===== src/rtl/secport_pkg.sv =====
`timescale 1ns/1ps
package secport_pkg;
  localparam logic [7:0] CODE_START  = 8'h01;
  localparam logic [7:0] CODE_END    = 8'h03;
  localparam logic [7:0] CODE_CANCEL = 8'h22;

  typedef enum logic [1:0] {
    ST_IDLE = 2'd0,
    ST_RX   = 2'd1,
    ST_TX   = 2'd2
  } portState_e;

  typedef struct packed {
    logic loadIn;
    logic loadStart;
    logic loadEnd;
    logic loadRsp;
  } portStrobe_t;
endpackage


===== src/rtl/secport_ctrl.sv =====
`timescale 1ns/1ps
module secport_ctrl
  import secport_pkg::*;
#(
  parameter int DW = 8
) (
  input  logic          clk,
  input  logic          rstN,
  input  logic          hostAddr,
  input  logic          hostRd,
  input  logic          hostWr,
  input  logic [DW-1:0] hostWdata,
  input  logic          rspValid,
  input  logic          rspLast,
  output portStrobe_t   strb,
  output logic          obf,
  output logic          ibf,
  output logic          f0,
  output logic          a2,
  output logic          rdy,
  output logic          ibr,
  output logic          rspReady,
  output logic          cmdEnd,
  output logic          abort
);
  portState_e state;
  logic endPend, endShown;
  logic wrCmd, wrData, rdData, isCancel, isStart, isEnd, acceptData, rspFire;

  assign wrCmd      = hostWr & hostAddr;
  assign wrData     = hostWr & ~hostAddr;
  assign rdData     = hostRd & ~hostAddr;
  assign isCancel   = wrCmd && (hostWdata == DW'(CODE_CANCEL));
  assign isStart    = wrCmd && (hostWdata == DW'(CODE_START));
  assign isEnd      = wrCmd && (hostWdata == DW'(CODE_END));
  assign acceptData = wrData && (state == ST_RX);
  assign rspReady   = (state == ST_TX) && !obf && !endPend && !endShown;
  assign rspFire    = rspReady && rspValid;
  assign rdy        = (state == ST_IDLE);
  assign ibr        = (state == ST_RX);

  always_comb begin
    strb.loadIn    = acceptData;
    strb.loadStart = (state == ST_RX) && isEnd;
    strb.loadEnd   = (state == ST_TX) && !obf && endPend;
    strb.loadRsp   = rspFire;
  end

  always_ff @(posedge clk or negedge rstN) begin
    if (!rstN) begin
      state    <= ST_IDLE;
      ibf      <= 1'b0;
      obf      <= 1'b0;
      f0       <= 1'b0;
      a2       <= 1'b0;
      endPend  <= 1'b0;
      endShown <= 1'b0;
      cmdEnd   <= 1'b0;
      abort    <= 1'b0;
    end else begin
      cmdEnd <= 1'b0;
      abort  <= 1'b0;
      if (hostWr) a2 <= hostAddr;
      if (isCancel) begin
        state    <= ST_IDLE;
        ibf      <= 1'b0;
        obf      <= 1'b0;
        f0       <= 1'b0;
        endPend  <= 1'b0;
        endShown <= 1'b0;
        abort    <= 1'b1;
      end else begin
        ibf <= acceptData;
        case (state)
          ST_IDLE: if (isStart) state <= ST_RX;
          ST_RX: if (isEnd) begin
            state  <= ST_TX;
            obf    <= 1'b1;
            f0     <= 1'b1;
            cmdEnd <= 1'b1;
          end
          ST_TX: begin
            if (rdData && obf) begin
              obf <= 1'b0;
              f0  <= 1'b0;
              if (endShown) begin
                state    <= ST_IDLE;
                endShown <= 1'b0;
              end
            end else if (!obf && endPend) begin
              obf      <= 1'b1;
              f0       <= 1'b1;
              endPend  <= 1'b0;
              endShown <= 1'b1;
            end else if (rspFire) begin
              obf     <= 1'b1;
              endPend <= rspLast;
            end
          end
          default: state <= ST_IDLE;
        endcase
      end
    end
  end


  ibf_drop_chk: assert property (@(posedge clk) disable iff (!rstN)
    ibf && !hostWr |=> !ibf);


  stray_data_chk: assert property (@(posedge clk) disable iff (!rstN)
    wrData && !ibr |=> !ibf);


  cancel_idle_chk: assert property (@(posedge clk) disable iff (!rstN)
    isCancel |=> rdy && !ibr && !obf && !ibf && !f0 && abort);


  start_phase_chk: assert property (@(posedge clk) disable iff (!rstN)
    isStart && rdy |=> ibr && !rdy);
endmodule


===== src/rtl/secport_dpath.sv =====
`timescale 1ns/1ps
module secport_dpath
  import secport_pkg::*;
#(
  parameter int DW = 8
) (
  input  logic          clk,
  input  logic          rstN,
  input  portStrobe_t   strb,
  input  logic          hostAddr,
  input  logic [DW-1:0] hostWdata,
  input  logic [DW-1:0] rspByte,
  input  logic          obf,
  input  logic          ibf,
  input  logic          f0,
  input  logic          a2,
  input  logic          rdy,
  input  logic          ibr,
  output logic [DW-1:0] hostRdata,
  output logic [DW-1:0] cmdByte,
  output logic [DW-1:0] outByte
);
  localparam int FLAG_N = 6;
  logic [DW-1:0] inReg, outReg, statusByte;

  always_ff @(posedge clk or negedge rstN) begin
    if (!rstN) begin
      inReg  <= '0;
      outReg <= '0;
    end else begin
      if (strb.loadIn) inReg <= hostWdata;
      if (strb.loadStart)    outReg <= DW'(CODE_START);
      else if (strb.loadEnd) outReg <= DW'(CODE_END);
      else if (strb.loadRsp) outReg <= rspByte;
    end
  end

  assign statusByte = {{(DW-FLAG_N){1'b0}}, ibr, rdy, a2, f0, ibf, obf};
  assign hostRdata  = hostAddr ? statusByte : outReg;
  assign cmdByte    = inReg;
  assign outByte    = outReg;
endmodule


===== src/rtl/secport_mbx.sv =====
`timescale 1ns/1ps
module secport_mbx
  import secport_pkg::*;
#(
  parameter int DW = 8
) (
  input  logic          clk,
  input  logic          rstN,
  input  logic          hostAddr,
  input  logic          hostRd,
  input  logic          hostWr,
  input  logic [DW-1:0] hostWdata,
  output logic [DW-1:0] hostRdata,
  output logic          devCmdValid,
  output logic [DW-1:0] devCmdByte,
  output logic          devCmdEnd,
  output logic          devAbort,
  input  logic          rspValid,
  input  logic [DW-1:0] rspByte,
  input  logic          rspLast,
  output logic          rspReady
);
  portStrobe_t strb;
  logic obf, ibf, f0, a2, rdy, ibr;
  logic [DW-1:0] outByte;

  secport_ctrl #(.DW(DW)) u_ctrl (
    .clk(clk), .rstN(rstN), .hostAddr(hostAddr), .hostRd(hostRd),
    .hostWr(hostWr), .hostWdata(hostWdata), .rspValid(rspValid),
    .rspLast(rspLast), .strb(strb), .obf(obf), .ibf(ibf), .f0(f0),
    .a2(a2), .rdy(rdy), .ibr(ibr), .rspReady(rspReady),
    .cmdEnd(devCmdEnd), .abort(devAbort)
  );

  secport_dpath #(.DW(DW)) u_dpath (
    .clk(clk), .rstN(rstN), .strb(strb), .hostAddr(hostAddr),
    .hostWdata(hostWdata), .rspByte(rspByte), .obf(obf), .ibf(ibf),
    .f0(f0), .a2(a2), .rdy(rdy), .ibr(ibr), .hostRdata(hostRdata),
    .cmdByte(devCmdByte), .outByte(outByte)
  );

  assign devCmdValid = ibf;


  start_marker_chk: assert property (@(posedge clk) disable iff (!rstN)
    hostWr && hostAddr && hostWdata == DW'(CODE_END) && ibr
    |=> f0 && obf && devCmdEnd && outByte == DW'(CODE_START));
endmodule


===== config.mk =====
export PLATFORM = sky130hd
export DESIGN_NAME = secport_mbx
export DESIGN_NICKNAME = d
export VERILOG_FILES = /design/src/rtl/secport_pkg.sv /design/src/rtl/secport_ctrl.sv /design/src/rtl/secport_dpath.sv /design/src/rtl/secport_mbx.sv
export SDC_FILE = /design/constraint.sdc
export NUM_CORES = 1
export LEC_CHECK = 0
export BUFFER_PORTS_ARGS = -buffer_cell sky130_fd_sc_hd__buf_2
export CAP_MARGIN = 15
export CORE_MARGIN = 8
export CORE_UTILIZATION = 44
export DETAILED_ROUTE_END_ITERATION = 7
export GPL_TIMING_DRIVEN = 0
export PLACE_DENSITY_LB_ADDON = 0.3
export SYNTH_ARGS = -nofsm -noshare
export SYNTH_HDL_FRONTEND = slang
export SYNTH_SLANG_ARGS = --single-unit

===== constraint.sdc =====
create_clock -name clk -period 1.48 [get_ports clk]
set_clock_uncertainty 0.1 [all_clocks]
set_input_delay 0.296 -clock clk [delete_from_list [all_inputs] [get_ports clk]]
set_output_delay 0.296 -clock clk [all_outputs]
set_load 0.005 [all_outputs]

; Word level (Yosys, flattened, before mapping)
; Cells that the tools add are included.
[word_totals]
ff_bits = 26
in_bits = 23
word_cells = 85
[classes]
n_eq_ne = 12
n_bitwise = 4
n_reduce_logical = 26
muxes = 32
[op_table]
columns = op, count
row1 = 8-bit two-way mux, 4
row2 = 1-bit two-way mux, 20
row3 = 1-bit logical AND, 12
row4 = 3-bit nonzero test, 4
row5 = 2-bit two-way mux, 5
row6 = "3-bit by 1-bit != test with 1-bit output, second input constant", 3
row7 = 3-bit AND reduction, 3
row8 = "8-bit by 1-bit == test with 1-bit output, second input constant", 1
row9 = "8-bit by 2-bit == test with 1-bit output, second input constant", 1
row10 = "8-bit by 6-bit == test with 1-bit output, second input constant", 1
row11 = 2-bit one-hot mux with 3 select lines, 1
row12 = "5-bit by 3-bit != test with 1-bit output, second input constant", 1
row13 = "4-bit by 3-bit != test with 1-bit output, second input constant", 1
row14 = 1-bit one-hot mux with 2 select lines, 2
row15 = 4-bit AND reduction, 1
row16 = 1-bit bitwise AND, 3
row17 = 1-bit logical NOT, 3
row18 = "3-bit by 2-bit != test with 1-bit output, second input constant", 1
row19 = "2-bit by 1-bit == test with 1-bit output, second input constant", 1
row20 = "2-bit == test, second input constant", 1
row21 = 2-bit logical NOT, 1
row22 = "2-bit by 1-bit != test with 1-bit output, second input constant", 1
row23 = 2-bit AND reduction, 1
row24 = 2-bit nonzero test, 1
row25 = 1-bit inverter, 1

; Logic depth before layout (Yosys ltp)
; Gate-level depths: netlist of run 1.
[depth]
word_depth = 10
mapped_depth = 5
ltp_nobuf = 4

; By module
; From an unflattened synthesis of run 1, not the netlist that was laid out.
[unflattened]
cells_unflattened = 112
area_unflattened_um2 = 1298.7
[by_module_without_submodules]
columns = module, seq_area_each_um2, cells_per_inst, n_inst, area_per_inst_um2
row1 = secport_dpath, 400.4, 54, 1, 719.4
row2 = secport_ctrl, 250.2, 58, 1, 579.3

; Least setup slack after synthesis of run 1
; OpenSTA, ideal clock, no wires.
[synth_path]
path_kind = register -> register
from = register u_ctrl.state[1]
to = register u_dpath.inReg[0] (netlist: u_dpath.cmdByte[0])
path_slack_ns = 0.069
synth_period_minus_slack_ns = 1.411
stages_incl_launch_ff = 4
path_buffers = 1
arrival_ns = 1.187
t_required_ns = 1.255
setup_ns = 0.125
cell_sequence = dfrtp_1 > and4bb_1 > buf_2 > mux2_2
[synth_between]
elab_chain_cells = 2
[synth_rtl]
columns = element, line
row1 = "start, declared", secport_ctrl.sv:26  ; portState_e state;
row2 = "start signal, assigned", secport_ctrl.sv:51  ; state <= ST_IDLE;
row3 = "start signal, assigned", secport_ctrl.sv:65  ; state <= ST_IDLE;
row4 = "start signal, assigned", secport_ctrl.sv:75  ; ST_IDLE: if (isStart) state <= ST_RX;
row5 = 2-bit by 1-bit == test with 1-bit output, secport_ctrl.sv:36  ; assign acceptData = wrData && (state == ST_RX);
row6 = 1-bit logical AND, secport_ctrl.sv:36
row7 = "end signal, assigned", secport_dpath.sv:31  ; if (strb.loadIn) inReg <= hostWdata;
row8 = "end, declared", secport_dpath.sv:24  ; logic [DW-1:0] inReg, outReg, statusByte;
; Every way passes these cells.
; A chain may end at the register's enable or synchronous reset.

; Final worst setup path of run 1
[layout_path]
from = register u_ctrl.obf
to = output port hostRdata[0]
[layout_between]
elab_chain_cells = 1
[layout_rtl]
columns = element, line
row1 = "start, declared", secport_ctrl.sv:16  ; output logic obf,
row2 = "start signal, assigned", secport_ctrl.sv:53  ; obf <= 1'b0;
row3 = "start signal, assigned", secport_ctrl.sv:67  ; obf <= 1'b0;
row4 = "start signal, assigned", secport_ctrl.sv:78  ; obf <= 1'b1;
row5 = 8-bit two-way mux, secport_dpath.sv:39  ; assign hostRdata = hostAddr ? statusByte : outReg;
row6 = "end, declared", secport_mbx.sv:13  ; output logic [DW-1:0] hostRdata,
; Every way passes these cells.

==> summary.txt, run 1 <==
Hold path
  • Hold Crit Depth: 3
  • Min-Delay Endpoint: u_dpath.outByte[7]
  • Hold_sp: rspByte[7]
  • Min-delay worst type: in2reg

GRT
  • Vias in the first global route: 1145
  • Initial antenna violation count: 0
  • First-pass GRT wire length: 5250 um
  • Overall routing resource usage: 0.125
  • Remaining global-route overflow: 0
  • Largest net degree at the start of global routing: 27

Detailed routing
  • Initial drt markers: 55
  • Routed Antenna Nets: 0
  • Total vias in the final route: 1040
  • DRT Wirelength: 3110 um
  • Vias/cell: 5.25
  • Avg WL per Cell: 15.7 um
  • DR DRC count: 0
  • DR pass1 iterations: 4

Yosys
  • Sequential fraction of the synthesis area: 0.509
  • EDFF count, synth: 0
  • Synth unique cells: 35
  • Post-Syn Area: 0.00128 mm^2
  • #FFs+latches synth: 26
  • Ys flop type: dfrtp_1
  • Yosys Warn Count: 0
  • Syn Inst Count: 107
  • Synthesized net count: 130
  • Post-synth ARST share: 1.00
  • Syn avg cell area: 12.0 um^2

Status
  • Status: complete, but fails checks
  • Failing checks: setup timing

Floorplanning
  • Die area: 0.00489 mm^2
  • Core Footprint: 0.00276 mm^2
  • # rows: 19
  • I/O pins: 43
  • Die width: 69.9 um
  • Starting density of the core: 0.464
  • Die Ht: 69.9 um

CTS
  • H-tree lvl count: 1
  • Worst-skew pair later-pin latency: 0.33 ns
  • CTS tree: built
  • Sink Count: 26
  • Number of CTS-inserted buffers: 3
  • Maximum root-to-sink buffer count: 2
  • Clk pin slew, worst setup/hold paths: 0.15 ns
  • Root Driver: clkbuf_4

Cells and area
  • Most frequent cells in the layout: 38 x buf_2, 22 x dfrtp_1, 12 x buf_4
  • Diode count: 0
  • Final Util: 0.657
  • Commonest non-fill, non-tap cell in the layout: buf_2
  • Final #Nets: 191
  • Multi-input logic area: 673 um^2
  • Layout area overhead: 41.7%
  • Register Area: 656 um^2
  • Share of cells above drive strength 1: 0.563
  • Layout fillers: 222

Critical path
  • Worst setup EP type: primary output
  • R2R depth: 6
  • Crit Path Max Fanout: 2
  • R2R setup slack: -0.11 ns
  • Crit path arrival time: 1.29 ns
  • R2R Path Start: u_ctrl.state[0]
  • Crit path required time: 1.08 ns
  • Reg-to-reg critical path endpoint: u_dpath.outByte[0]
  • CP Class: reg2out
  • Startpoint types: flip-flop
  • CP startpoint: u_ctrl.obf

Power and ir drop
  • Power share of the clock group: 0.178
  • Pleak: 0.960 nW
  • Power per Cell Area: 1560 mW/mm^2
  • Psw: 0.856 mW
  • Max VDD drop: 0.00132 V
  • Switching Share: 0.302
  • Flop pwr share: 0.401
  • Power share of the combinational group: 0.420
  • Pint: 1.97 mW

Place
  • Placer Congestion: 0.741
  • IO Port Bufs: 42
  • Post-Place Worst Slack: -0.285 ns
  • DP HPWL: 2190 um

STA
  • Final hold viol count: 0
  • Worst hold slack: 0.0867 ns
  • Setup violators final: 25
  • Worst Tran Pin Value: 0.579 ns
  • Fin. max-slew vios: 0
  • Final Worst Setup Slack: -0.207 ns
  • Min Tclk post-route: 1.69 ns
  • RSZ-0062 raised after global routing: true
  • Slew HR: 0.614
  • Final period util: 1.14
  • Fmax: 0.593 GHz

Run
  • Max_cap viols: 0
-- repair_timing --
item | CTS | global route
setup buffers | 5 | 7
pin swaps | 3 | 4
resized for setup | 11 | 23
hold buffers | 1 | 0
endpoints found under the hold margin | 26 | 0
gates cloned | 0 | 1
endpoints found under the setup margin | 22 | 26
-- critical path, stage by stage, from the launching register on --
cell     delay, ns
dfrtp_2       0.45
buf_4         0.14
mux2_4        0.26
buf_6         0.12
-- synth_stat cells (3+ instances only) --
cell	n	area, um^2
and3_1	3	18.8
nor2_1	13	48.8
nand3_1	3	15.0
inv_1	3	11.3
a21oi_1	3	15.0
dfrtp_1	26	651
nor2b_1	4	25.0
nand2_1	3	11.3
o21ai_0	3	15.0
mux2i_1	7	70.1
mux2_2	13	146
-- state kept, by name (all words and copies together), names as in the netlist --
name and count:
u_ctrl.endPend 1, u_ctrl.cmdEnd 1, u_ctrl.obf 1, u_ctrl.abort 1
u_ctrl.ibf 1, u_ctrl.endShown 1, u_dpath.outByte 8, u_ctrl.a2 1
u_dpath.cmdByte 8, u_ctrl.f0 1, u_ctrl.state 2
-- cells by family after synthesis --
group / Yosys count / share of synthesized area
simple gates: 39 / 0.211
compound gates: 15 / 0.0802
buf+inv: 6 / 0.0215
mux: 21 / 0.178
flops: 26 / 0.509
-- per-layer routing --
| metal | wire length [um] | global-route usage | share of wire | vias up |
|---|---|---|---|---|
| met1 | 1390 | 0.146 | 0.45 | 503 |
| met2 | 1470 | 0.208 | 0.47 | 30 |
| met4 | 22 | 0.0335 | 0.0071 | 0 |
| met5 | 0 | 0 | 0 | - |
| met3 | 230 | 0.0452 | 0.074 | 2 |
| li1 | - | - | - | 505 |
-- per-stage QoR --
| stage | total power, mW | area [um^2] | std cells | setup TNS [ns] |
|---|---|---|---|---|
| after floorplan | 1.59 | 1280 | 107 | 0 |
| after global placement | 1.89 | 1530 | 180 | -1.34 |
| after detailed placement | 1.93 | 1530 | 180 | -2.02 |
| after CTS | 2.58 | 1670 | 190 | -1.43 |
| after global routing | 3.00 | 1810 | 198 | -3.13 |
| final | 2.83 | 1810 | 198 | -2.10 |
-- power groups by stage --
stage          Clock, mW  Sequential [mW]  Combinational (mW)
6_report           0.505             1.14                1.19
3_5_place_dp           0             1.16               0.774
4_1_cts            0.504             1.13               0.939
3_3_place_gp           0             1.14               0.748
2_1_floorplan          0             1.12               0.471
5_1_grt            0.535             1.16                1.30
-- worst max-delay path by stage --
stage	end	cells after the start	slack, ns
global placement	hostRdata[1]	4	-0.22
global route	rspReady	3	-0.27
floorplan	u_dpath.cmdByte[0]	3	0.07
detailed placement	hostRdata[4]	4	-0.29
finish	hostRdata[0]	3	-0.21
CTS	rspReady	3	-0.24
-- final cells by class --
cell class | count | share of cell area
plain buffers | 3 | 0.0145
clock buffers | 3 | 0.0124
clock inverters | 1 | 0.0166
inverters | 3 | 0.00622
multi-input cells | 75 | 0.372
flip-flops and latches | 26 | 0.362
well taps | 31 | 0.0214
repair buffers | 56 | 0.195
(Power assumes the default switching activity.)
==> run 2, diff against run 1 <==
- HOLD_SLACK_MARGIN: not set -> 0.12
==> run 2 against run 1 <==
  * The flow still finishes with violations (setup timing)
  * Clock-buffer cell count stayed put
  * Via count up 4.7%
  * Non-clock buffer count increased by 7
  * Sequential share of layout area fell by 1.4 points
  * Die area is the same
  * Largest cell class unchanged
  * Largest power group unchanged
  * Highest routed layer unchanged
==> summary.txt, run 2 (same netlist as run 1, synthesis figures left out) <==
Hold path
  • Min-delay worst type: in2reg
  • Hold_sp: rspByte[3]
  • Min-Delay Endpoint: u_dpath.outByte[3]
  • Hold Crit Depth: 3 (unchanged)

Detailed routing
  • Routed Antenna Nets: 0 (unchanged)
  • DRT Wirelength: 3400 um (+9.3%)
  • DR DRC count: 0 (unchanged)
  • Avg WL per Cell: 16.6 um (+5.6%)
  • Vias/cell: 5.31 (+1.1%)
  • Total vias in the final route: 1089 (+4.7%)
  • Initial drt markers: 71 (+29%)
  • DR pass1 iterations: 4 (unchanged)

STA
  • Min Tclk post-route: 1.69 ns (+0.00279 ns)
  • Final hold viol count: 0 (unchanged)
  • Worst Tran Pin Value: 0.579 ns (-0.000257 ns)
  • Final Worst Setup Slack: -0.210 ns (-0.00279 ns)
  • Setup TNS: -1.91 ns (+0.192 ns)
  • Setup violators final: 26 (+4.0%)
  • RSZ-0062 raised after global routing: true
  • Slew HR: 0.614 (about the same)
  • Fmax: 0.592 GHz (-0.17%)
  • Final period util: 1.14 (+0.00189)
  • Fin. max-slew vios: 0 (unchanged)

Place
  • DP HPWL: 2190 um (unchanged)
  • Placer Congestion: 0.741 (unchanged)
  • Post-Place Worst Slack: -0.285 ns (unchanged)
  • IO Port Bufs: 42 (unchanged)
  • Placed cell area: 0.00153 mm^2 (unchanged)
  • Placed insts: 180 (unchanged)

Floorplanning
  • Die Ht: 69.9 um (unchanged)
  • I/O pins: 43 (unchanged)
  • Starting density of the core: 0.464 (unchanged)
  • # rows: 19 (unchanged)
  • Die area: 0.00489 mm^2 (unchanged)
  • Core Footprint: 0.00276 mm^2 (unchanged)
  • Die width: 69.9 um (unchanged)

GRT
  • Met3 usage: 0.0452 (unchanged)
  • Met1 Track Usage GR: 0.155 (+0.00860)
  • First-pass GRT wire length: 5500 um (+4.7%)
  • Met2 GRT Util: 0.216 (+0.00812)
  • Initial antenna violation count: 0 (unchanged)
  • GR peak layer: met2
  • Overall routing resource usage: 0.131 (+0.00649)
  • Largest net degree at the start of global routing: 27 (unchanged)
  • Remaining global-route overflow: 0 (unchanged)
  • Vias in the first global route: 1191 (+4.0%)

CTS
  • Maximum root-to-sink buffer count: 2 (unchanged)
  • Root Driver: clkbuf_4
  • Sink Count: 26 (unchanged)
  • CTS tree: built
  • Clk pin slew, worst setup/hold paths: 0.15 ns (about the same)
  • H-tree lvl count: 1 (unchanged)
  • Number of CTS-inserted buffers: 3 (unchanged)
  • Worst-skew pair later-pin latency: 0.33 ns (about the same)

Critical path
  • R2R Path Start: u_ctrl.state[0]
  • CP Class: reg2out
  • R2R setup slack: -0.14 ns (-0.03 ns)
  • Reg-to-reg critical path endpoint: u_dpath.outByte[0]
  • Crit path arrival time: 1.29 ns (about the same)
  • R2R depth: 6 (unchanged)
  • Startpoint types: flip-flop
  • Worst setup EP type: primary output
  • Crit Path Max Fanout: 4 (+2)
  • Crit path required time: 1.08 ns (about the same)

Cells and area
  • Commonest non-fill, non-tap cell in the layout: buf_2
  • Diode count: 0 (unchanged)
  • Layout fillers: 218 (-1.8%)
  • Layout area overhead: 47.4%
  • Post-route design area: 0.00188 mm^2 (+4.0%)
  • Share of cells above drive strength 1: 0.534 (-0.0284)
  • Most frequent cells in the layout: 39 x buf_2, 22 x dfrtp_1, 12 x buf_4
  • Final #Nets: 198 (+3.7%)
  • Final cell count without fillers: 205 (+3.5%)

Power and ir drop
  • Max VDD drop: 0.00120 V (-9.1%)
  • Power per Cell Area: 1510 mW/mm^2 (-3.3%)
  • Pleak: 0.992 nW (+3.3%)

Status
  • Status: complete, but fails checks
  • Failing checks: setup timing

Run
  • Max_cap viols: 0 (unchanged)
run 2: area by class of cell:
type | count | area (um^2) | share of cell area
Clock buffer | 3 | 22.5 | 0.0120
Tap cell | 31 | 38.8 | 0.0206
Multi-Input combinational cell | 75 | 682 | 0.362
Buffer | 3 | 26.3 | 0.0139
Inverter | 3 | 11.3 | 0.00598
Clock inverter | 1 | 30.0 | 0.0159
Sequential cell | 26 | 656 | 0.348
Timing Repair Buffer | 63 | 418 | 0.222
run 2: repair_timing:
item | CTS | global route
cloned | 0 | 1
gates resized for setup | 11 | 24
hold buffers | 8 | 0
endpoints found under the hold margin | 33 | 0
buffers inserted | 5 | 7
endpoints found under the setup margin | 22 | 26
pin swaps | 3 | 5
run 2: per-stage QoR:
stage / util / hold WS [ns] / power (mW)
final: 0.683 / 0.126 / 2.85
after detailed placement: 0.554 / 0.226 / 1.93
after global routing: 0.683 / 0.122 / 3.02
after floorplan: - / -0.0996 / 1.59
after CTS: 0.632 / 0.124 / 2.59
after global placement: 0.554 / 0.222 / 1.89
run 2: power breakdown:
group          internal, mW  switching, mW  total, mW
Clock                 0.274          0.226      0.500
Sequential            0.967          0.173       1.14
Combinational         0.739          0.468       1.21
Total                  1.98          0.866       2.85
run 2: worst max-delay path: stages (launching register included):
cell	delay [ns]
dfrtp_2	0.41
buf_6	0.12
nor2_2	0.03
mux2_2	0.26
buf_2	0.14
run 2: worst max path at each step:
stage                               start  depth (start not counted)            endpoint
final                     u_ctrl.state[0]                          4        hostRdata[4]
after global routing      u_ctrl.state[0]                          3            rspReady
after CTS                 u_ctrl.state[0]                          3            rspReady
after detailed placement         hostAddr                          4        hostRdata[4]
after global placement           hostAddr                          4        hostRdata[1]
after floorplan           u_ctrl.state[1]                          3  u_dpath.cmdByte[0]
run 2: layer usage:
| layer | vias up | routed length, um |
|---|---|---|
| met5 | - | 0 |
| met1 | 523 | 1440 |
| li1 | 520 | - |
| met4 | 0 | 51 |
| met3 | 4 | 254 |
| met2 | 42 | 1650 |
==> run 3, diff against run 2 <==
==> constraint.sdc (replaced) <==
create_clock -name clk -period 1.48 [get_ports clk]
set_clock_uncertainty 0.1 [all_clocks]
set_input_delay 0.222 -clock clk [delete_from_list [all_inputs] [get_ports clk]]
set_output_delay 0.222 -clock clk [all_outputs]
set_load 0.005 [all_outputs]
==> run 3 against run 2 <==
  * The run still ends with setup timing left
  * Cell count is 2.4% higher
  * Non-clock buffer count grew 5
  * Critical endpoint is now u_dpath.outByte[0]
  * Register-to-register slack is essentially flat
  * Utilization grew 2.9 points
  * Largest cell class unchanged
==> summary.txt, run 3 (same netlist as run 1, synthesis figures left out) <==
Status
  • Status: complete, but fails checks
  • Failing checks: setup timing

Power and ir drop
  • Pint: 1.98 mW (+0.23%)
  • Switching Share: 0.304 (-0.000381)
  • Psw: 0.867 mW (about the same)
  • PnR Total Power: 2.85 mW (+0.18%)
  • Pleak: 1.01 nW (+1.9%)
  • Max VDD drop: 0.00123 V (+2.4%)
  • Power share of the combinational group: 0.422 (-0.002)
  • Flop pwr share: 0.403 (+0.003)
  • Power per Cell Area: 1450 mW/mm^2 (-3.9%)
  • Power share of the clock group: 0.175 (about the same)

STA
  • Fmax: 0.620 GHz (+4.7%)
  • Slew HR: 0.605 (-0.00882)
  • Worst hold slack: 0.123 ns (-0.00262 ns)
  • Min Tclk post-route: 1.61 ns (-0.0759 ns)
  • Fin. max-slew vios: 0 (unchanged)
  • Setup TNS: -1.19 ns (+0.720 ns)
  • Worst Tran Pin Value: 0.592 ns (+0.0132 ns)
  • Final hold viol count: 0 (unchanged)
  • Final Worst Setup Slack: -0.134 ns (+0.0759 ns)
  • Final period util: 1.09 (-0.0513)
  • RSZ-0062 raised after global routing: true
  • Setup violators final: 19 (-27%)

Detailed routing
  • Top routing layer used: met4
  • WL met2: 1740 um (+5.0%)
  • Vias/cell: 5.44 (+2.4%)
  • Initial drt markers: 68 (-4.2%)
  • Avg WL per Cell: 16.8 um (+1.6%)
  • Met3 WL post-DR: 250 um (-1.6%)
  • Met1 WL: 1480 um (+2.8%)
  • Total vias in the final route: 1142 (+4.9%)
  • Routed Antenna Nets: 0 (unchanged)
  • DRT Wirelength: 3530 um (+4.0%)
  • DR DRC count: 0 (unchanged)
  • DR pass1 iterations: 5 (+1)

Place
  • IO Port Bufs: 42 (unchanged)
  • Placed cell area: 0.00153 mm^2 (unchanged)
  • DP HPWL: 2190 um (unchanged)
  • Placer Congestion: 0.741 (unchanged)

Floorplanning
  • I/O pins: 43 (unchanged)
  • Core Footprint: 0.00276 mm^2 (unchanged)
  • # rows: 19 (unchanged)
  • Die Ht: 69.9 um (unchanged)
  • Die area: 0.00489 mm^2 (unchanged)
  • Starting density of the core: 0.464 (unchanged)
  • Die width: 69.9 um (unchanged)

Cells and area
  • Register Area: 656 um^2 (unchanged)
  • Commonest non-fill, non-tap cell in the layout: buf_2
  • Share of cells above drive strength 1: 0.492 (-0.0429)
  • Layout fillers: 201 (-7.8%)
  • Final Util: 0.712 (+0.0290)
  • Final #Nets: 203 (+2.5%)
  • Layout area overhead: 53.6%
  • Post-route design area: 0.00196 mm^2 (+4.2%)
  • Diode count: 0 (unchanged)
  • Most frequent cells in the layout: 38 x buf_2, 22 x dfrtp_1, 18 x dlygate4sd3_1
  • Multi-input logic area: 686 um^2 (+0.55%)

Hold path
  • Min-delay worst type: in2reg

Critical path
  • CP Cell Sequence: buf_6 -> buf_6 -> nor4bb_4 -> and3_4 -> nand2b_4 -> a211o_1
  • Crit path arrival time: 1.75 ns (+0.46 ns)
  • CP Class: reg2reg
  • Crit path top cell by count: buf_6
  • Crit Path Max Fanout: 7 (+3)
  • CP max-delay cell: dfrtp_2
  • Startpoint types: flip-flop
  • Worst setup EP type: flip-flop
  • Max incr delay on CP: 0.45 ns (+0.04 ns)
  • Crit path required time: 1.62 ns (+0.54 ns)

GRT
  • First-pass GRT wire length: 5840 um (+6.3%)
  • Initial antenna violation count: 0 (unchanged)
  • Remaining global-route overflow: 0 (unchanged)
  • Vias in the first global route: 1250 (+5.0%)
  • Largest net degree at the start of global routing: 27 (unchanged)
  • Overall routing resource usage: 0.140 (+0.00909)

CTS
  • Number of CTS-inserted buffers: 3 (unchanged)
  • Maximum root-to-sink buffer count: 2 (unchanged)
  • Root Driver: clkbuf_4
  • Sink Count: 26 (unchanged)
  • CTS tree: built
  • H-tree lvl count: 1 (unchanged)
  • Clk pin slew, worst setup/hold paths: 0.15 ns (about the same)
  • Worst-skew pair later-pin latency: 0.32 ns (about the same)

Run
  • Max_cap viols: 0 (unchanged)
-- run 3: final timing paths --
path                            startpoint                  to  slack, ns  cells past startpoint
max                        u_ctrl.state[0]  u_dpath.outByte[0]      -0.13                      6
min                             rspByte[0]  u_dpath.outByte[0]       0.12                      3
max reg2reg                u_ctrl.state[0]  u_dpath.outByte[0]      -0.13                      6
min reg2reg                      u_ctrl.a2           u_ctrl.a2       0.43                      1
max in group asynchronous             rstN     u_ctrl.state[0]       0.55                      2
min in group asynchronous             rstN           u_ctrl.f0       0.31                      2
-- run 3: routing by layer --
metal,global-route usage,vias to the layer above
li1,-,537
met1,0.169,548
met2,0.226,47
met3,0.0452,10
met4,0.0513,0
met5,0,-
-- run 3: stage by stage --
step	instances	worst slack, ns
2_1_floorplan	107	0.0687
3_3_place_gp	180	-0.0769
3_5_place_dp	180	-0.137
4_1_cts	207	-0.165
5_1_grt	210	-0.195
6_report	210	-0.134
-- run 3: timing repair --
action | CTS | global route
setup endpoints to repair | 22 | 25
gates cloned | 1 | 0
gates resized for setup | 17 | 21
pin swaps | 3 | 9
endpoints found under the hold margin | 43 | 0
buffers inserted | 4 | 3
hold buffers | 18 | 0
-- run 3: layout make-up --
cell class / count / area share
clock inverters: 1 / 0.0153
repair buffers: 68 / 0.253
flip-flops and latches: 26 / 0.334
clock buffers: 3 / 0.0115
well taps: 31 / 0.0197
multi-input cells: 75 / 0.349
inverters: 3 / 0.00573
plain buffers: 3 / 0.0121
-- run 3: power by group through the flow --
stage | logic [mW] | clock network [mW] | registers [mW]
2_1_floorplan | 0.471 | 0 | 1.12
6_report | 1.20 | 0.499 | 1.15
3_3_place_gp | 0.748 | 0 | 1.14
5_1_grt | 1.32 | 0.536 | 1.18
4_1_cts | 0.997 | 0.504 | 1.14
3_5_place_dp | 0.774 | 0 | 1.16
-- run 3: critical path, delay by kind of cell (launching register included) --
kind,cells,cell delay (ns)
buf+inv,2,0.25
simple gates,3,0.47
flops,1,0.45
compound gates,1,0.24
